==> src/rtl/vsd_pkg.sv <==
package vsd_pkg;

   localparam int SEL_W = 3;

   typedef enum logic {
      MODE_STICKY = 1'b0,
      MODE_WINDOW = 1'b1
   } vsd_mode_e;

   // all-zeros selects nothing, all-ones is an unused code
   function automatic logic src_is_live(input logic [SEL_W-1:0] s);
      return (s != '0) && (s != '1);
   endfunction

endpackage

==> src/rtl/vsd_win_timer.sv <==
module vsd_win_timer #(
   parameter int WIN_TICKS = 40
) (
   input  logic clk,
   input  logic rst_n,
   input  logic clr,
   input  logic run,
   input  logic tick,
   output logic win_end,
   output logic half_pt
);
   localparam int TW = (WIN_TICKS > 2) ? $clog2(WIN_TICKS) : 1;
   localparam logic [TW-1:0] LAST = TW'(WIN_TICKS - 1);
   localparam logic [TW-1:0] MID  = TW'(WIN_TICKS / 2 - 1);

   logic [TW-1:0] tcnt;

   assign win_end = run && tick && (tcnt == LAST);
   assign half_pt = run && tick && (tcnt == MID);

   always_ff @(posedge clk or negedge rst_n) begin
      if (!rst_n)               tcnt <= '0;
      else if (clr || !run)     tcnt <= '0;
      else if (tick) begin
         if (tcnt == LAST)      tcnt <= '0;
         else                   tcnt <= tcnt + 1'b1;
      end
   end
endmodule

==> src/rtl/vsd_pulse_cnt.sv <==
module vsd_pulse_cnt #(
   parameter int THRESH = 384
) (
   input  logic clk,
   input  logic rst_n,
   input  logic clr,
   input  logic run,
   input  logic pulse,
   input  logic win_end,
   output logic win_hi
);
   localparam int CW = $clog2(THRESH + 1);
   localparam logic [CW-1:0] TOP  = CW'(THRESH);
   localparam logic [CW-1:0] NEAR = CW'(THRESH - 1);

   logic [CW-1:0] pcnt;

   // verdict includes a strobe arriving together with the closing tick
   assign win_hi = (pcnt == TOP) || (pulse && (pcnt == NEAR));

   always_ff @(posedge clk or negedge rst_n) begin
      if (!rst_n)                       pcnt <= '0;
      else if (clr || !run || win_end)  pcnt <= '0;
      else if (pulse && (pcnt != TOP))  pcnt <= pcnt + 1'b1;
   end
endmodule

==> src/rtl/vsd_decide.sv <==
module vsd_decide (
   input  logic clk,
   input  logic rst_n,
   input  logic clr,
   input  logic run,
   input  logic win_end,
   input  logic win_hi,
   input  logic half_pt,
   output logic upd,
   output logic upd_val
);
   logic prev_vld, prev_hi, pend, pend_val;

   assign upd     = half_pt && pend;
   assign upd_val = pend_val;

   always_ff @(posedge clk or negedge rst_n) begin
      if (!rst_n) begin
         prev_vld <= 1'b0;
         prev_hi  <= 1'b0;
         pend     <= 1'b0;
         pend_val <= 1'b0;
      end else if (clr || !run) begin
         prev_vld <= 1'b0;
         prev_hi  <= 1'b0;
         pend     <= 1'b0;
         pend_val <= 1'b0;
      end else begin
         if (win_end) begin
            prev_vld <= 1'b1;
            prev_hi  <= win_hi;
            if (prev_vld && (prev_hi == win_hi)) begin
               pend     <= 1'b1;
               pend_val <= win_hi;
            end
         end else if (half_pt) begin
            pend <= 1'b0;
         end
      end
   end
endmodule

==> src/rtl/vsd_presence_det.sv <==
module vsd_presence_det
   import vsd_pkg::*;
#(
   parameter int WIN_TICKS = 40,
   parameter int THRESH    = 384
) (
   input  logic             clk,
   input  logic             rst_n,
   input  logic             sync_pulse_i,
   input  logic             win_tick_i,
   input  logic             mode_i,
   input  logic [SEL_W-1:0] src_sel_i,
   input  logic             sel_wr_i,
   input  logic             stat_rd_i,
   output logic             detect_o
);
   generate
      if (WIN_TICKS < 2 || (WIN_TICKS % 2) != 0) begin : g_bad_win
         $error("WIN_TICKS must be even and at least 2");
      end
      if (THRESH < 1) begin : g_bad_thr
         $error("THRESH must be at least 1");
      end
   endgenerate

   logic [SEL_W-1:0] src_q;
   logic             src_act, run, flag_q;
   logic             win_end, half_pt, win_hi, upd, upd_val;
   vsd_mode_e        mode;

   assign mode    = vsd_mode_e'(mode_i);
   assign src_act = src_is_live(src_q);
   assign run     = src_act && (mode == MODE_WINDOW);

   vsd_win_timer #(.WIN_TICKS(WIN_TICKS)) u_timer (
      .clk(clk), .rst_n(rst_n), .clr(sel_wr_i), .run(run),
      .tick(win_tick_i), .win_end(win_end), .half_pt(half_pt)
   );

   vsd_pulse_cnt #(.THRESH(THRESH)) u_count (
      .clk(clk), .rst_n(rst_n), .clr(sel_wr_i), .run(run),
      .pulse(sync_pulse_i), .win_end(win_end), .win_hi(win_hi)
   );

   vsd_decide u_decide (
      .clk(clk), .rst_n(rst_n), .clr(sel_wr_i), .run(run),
      .win_end(win_end), .win_hi(win_hi), .half_pt(half_pt),
      .upd(upd), .upd_val(upd_val)
   );

   always_ff @(posedge clk or negedge rst_n) begin
      if (!rst_n)            src_q <= '0;
      else if (sel_wr_i)     src_q <= src_sel_i;
   end

   always_ff @(posedge clk or negedge rst_n) begin
      if (!rst_n)                      flag_q <= 1'b0;
      else if (sel_wr_i || !src_act)   flag_q <= 1'b0;
      else if (mode == MODE_STICKY) begin
         if (sync_pulse_i)             flag_q <= 1'b1;
         else if (stat_rd_i)           flag_q <= 1'b0;
      end else if (upd)                flag_q <= upd_val;
   end

   assign detect_o = flag_q;
endmodule

==> config.mk <==
export PLATFORM = sky130hd
export DESIGN_NAME = vsd_presence_det
export DESIGN_NICKNAME = d
export VERILOG_FILES = /design/src/rtl/vsd_pkg.sv /design/src/rtl/vsd_win_timer.sv /design/src/rtl/vsd_pulse_cnt.sv /design/src/rtl/vsd_decide.sv /design/src/rtl/vsd_presence_det.sv
export SDC_FILE = /design/constraint.sdc
export NUM_CORES = 1
export LEC_CHECK = 0
export CAP_MARGIN = 20
export CORE_ASPECT_RATIO = 1.75
export CORE_MARGIN = 2
export CORE_UTILIZATION = 50
export CTS_CLUSTER_DIAMETER = 60
export DETAILED_ROUTE_END_ITERATION = 8
export DONT_BUFFER_PORTS = 1
export GPL_TIMING_DRIVEN = 1
export PLACE_DENSITY = 0.72
export SYNTH_ARGS = -nofsm -noshare
export SYNTH_HDL_FRONTEND = slang
export SYNTH_SLANG_ARGS = --single-unit
==> constraint.sdc <==
create_clock -name clk -period 2.9 [get_ports clk]
set_input_delay 0.435 -clock clk [delete_from_list [all_inputs] [get_ports clk]]
set_output_delay 0.435 -clock clk [all_outputs]
set_load 0.01 [all_outputs]
==> impl_metrics.csv <==
group,metric,value,unit
outcome,status,"finished clean",
yosys,synthesis.area,1250,µm²
placed_design,numPortBuffers,0,
route,drc_errors,0,
floorplan,num_rows,24,
route,drtPass1Iterations,4,
global_route,grt_overflow,0,
yosys,ys_ff_latch,23,
cts,clkLatencyLatePin,270,ps
route,routed_wl,2.31,mm
floorplan,die_y,70.1,µm
timing,setup_tns,0,ps
floorplan,core_area,2430,µm²
global_route,grt_pass1_vias,938,
cells_and_area,fin_util,54.9,%
cts,cts_tree,"yes",
yosys,synth_cells,123,
route,wl_per_cell,15.2,µm
yosys,yosysWarnings,0,
flow_run,drv_cap,0,
worst_hold_path,hold_class,"in -> reg",
cells_and_area,finish.net_count,140,
timing,fmax,565,MHz
timing,hold_slack,225,ps
yosys,synth_cell_types,36,
cells_and_area,final_cell_mix,"dfrtp_1, nor2_1, nand2_1",
route,ant_nets,0,
cells_and_area,layout_commonest_cell,"dfrtp_1",
cts,postCtsSetupRepairBufs,0,
power_and_ir_drop,p_leak,0.542,nW
critical_path,reg2reg_to,"detect_o",
critical_path,regToRegSetupSlack,1130,ps
yosys,synthFlopType,"dfrtp_1",
yosys,async_reset_ff_share,100,%
critical_path,cp.required,3060,ps
critical_path,crit_path_start,"u_timer.tcnt[0]",
floorplan,die_w,41.8,µm
timing,rsz0062_at_grt,"no",
cts,cts_buffer_depth,2,
global_route,antenna_found_initial,0,
yosys,synth_nets,136,
yosys,synth.largest_area_cell,"dfrtp_1",
global_route,grt_use_met3,2.33,%
timing,post-route-period-util,61.0,%
route,drt-vias-per-instance,5.76,
timing,min_period,1770,ps
critical_path,cpPeakStageDelay,400,ps
cts,cts_buffers,3,
timing,slew_viol_final,0,
critical_path,r2r_cells,6,
floorplan,start_util,51.3,%
global_route,grt_max_degree,24,
route,drt_iter0_drc,18,
cells_and_area,fill_cells,210,
placed_design,dpl.hpwl,1.71,mm
placed_design,dpl_worst_slack,1130,ps
cts,clk_pin_slew,70,ps
global_route,grt_util_met2,33.2,%
timing,fin_skew,0.557,ps
timing,setup_ws,1130,ps
critical_path,worstPathCellList,"ha_1 > and3b_1 > or3b_4 > nor3_2 > mux2i_1 > a2111oi_2",
worst_hold_path,whs_path_depth,1,
cts,cts.htree.levels,1,
critical_path,cp_max_fo,4,
global_route,globalRoute.busiestLayer,"met2",
global_route,grt_util_met1,19.0,%
yosys,ys_top_cells_by_area,"dfrtp_1, nor2_1, xor2_1",
placed_design,gp_congestion,0.828,
cts,clock-root-buffer,"clkbuf_8",
power_and_ir_drop,vdd_drop_max,344,µV
cells_and_area,n_antenna_cell,0,
yosys,synth-edff-count,0,
yosys,avgSynthCellArea,10.2,µm²
critical_path,crit_path_top_delay_cell,"dfrtp_1",
critical_path,rr_startpoint,"u_timer.tcnt[0]",
power_and_ir_drop,power,574,µW
critical_path,crit_arrival,1930,ps
floorplan,ios,11,
timing,hold_violations,0,
yosys,synth_top_area_share,46.1,%
worst_hold_path,hold_start,"sel_wr_i",
critical_path,crit_path_start_kind,"register",
route,num_vias,875,
cells_and_area,area_delta_synth_final,7.01,%
cts,post_cts_resized,0,
global_route,grt_usage,18.2,%
floorplan,dieArea,2930,µm²
yosys,ys_seq_area_share,46.1,%
cts,clkSinkCount,23,
global_route,grt_pass1_wl,4.08,mm
timing,worst_slew_pin_slew,395,ps
critical_path,critical_path_class,"reg -> reg",
timing,setup_violations,0,
critical_path,end_kind,"register",
worst_hold_path,hold_end,"detect_o",
cells_and_area,drive_gt1_share,11.9,%
timing,slew_headroom,73.4,%
power_and_ir_drop,p_per_area,429,nW/µm²
[critical path, delay by kind of cell (launching register included)]
family | cells | cell delay, ps
AO/OA/AOI/OAI | 1 | 200
AND/OR/NAND/NOR | 3 | 730
multiplexers | 1 | 100
flip-flops | 1 | 400
adder cells (fa/ha/maj) | 1 | 220
[cell usage after synthesis, types with 2 or more instances]
cell	number
mux2_2	3
nor4_1	2
a21oi_1	4
nand3_1	5
xor2_1	7
nand2_1	10
nand4_1	5
nor2_1	20
ha_1	3
dfrtp_1	23
nor3b_1	2
mux2i_1	3
inv_1	6
clkbuf_1	2
xnor2_1	5
o21ai_0	3
[power breakdown]
part	internal, mW	leakage (nW)	switching (mW)	total [mW]
Sequential	0.328	0.313	0.00597	0.334
Clock	0.0982	0.0228	0.0978	0.196
Combinational	0.0189	0.206	0.0251	0.0439
Total	0.445	0.542	0.129	0.574
[state kept, by name (all words and copies together) (netlist names)]
register / cells
u_decide.prev_hi: 1
u_count.pcnt: 9
src_q: 3
u_timer.tcnt: 6
detect_o: 1
u_decide.prev_vld: 1
u_decide.pend: 1
u_decide.upd_val: 1
[layer usage]
metal | vias to the layer above | share of wire, %
met5 | - | 0
met4 | 0 | 3.4
met3 | 7 | 2.1
met2 | 9 | 53
met1 | 423 | 41
li1 | 436 | -
[area by class of cell]
class / count / area [µm²] / share of cell area (%)
Timing Repair Buffer: 2 / 25.0 / 1.87
Tap cell: 26 / 32.5 / 2.43
Clock buffer: 4 / 45.0 / 3.37
Sequential cell: 23 / 576 / 43.1
Multi-Input combinational cell: 91 / 636 / 47.6
Inverter: 6 / 22.5 / 1.69
[logic make-up after synthesis]
family                   synth area share [%]
AND/OR/NAND/NOR                          25.1
flip-flops                               46.1
AO/OA/AOI/OAI                            9.32
XOR/XNOR                                 8.42
buffers and inverters                    3.01
multiplexers                             5.11
adder cells (fa/ha/maj)                  3.01
[stage by stage]
stage | area (µm²) | cells
after global placement | 1270 | 146
after CTS | 1320 | 151
final | 1340 | 152
after floorplan | 1250 | 123
after detailed placement | 1270 | 146
after global routing | 1340 | 152
[worst max path at each step]
stage               end  slack (ps)  cells after the start
2_1_floorplan  detect_o        1250                      6
3_3_place_gp   detect_o        1190                      6
3_5_place_dp   detect_o        1130                      6
4_1_cts        detect_o        1110                      6
5_1_grt        detect_o        1000                      6
6_report       detect_o        1130                      6
[timing repair]
| item | in CTS | in global routing |
|---|---|---|
| hold endpoints to repair | 23 | 0 |
| hold buffers | 1 | 0 |
| setup endpoints to repair | 0 | 0 |
Power figures use the tool's default switching activity.
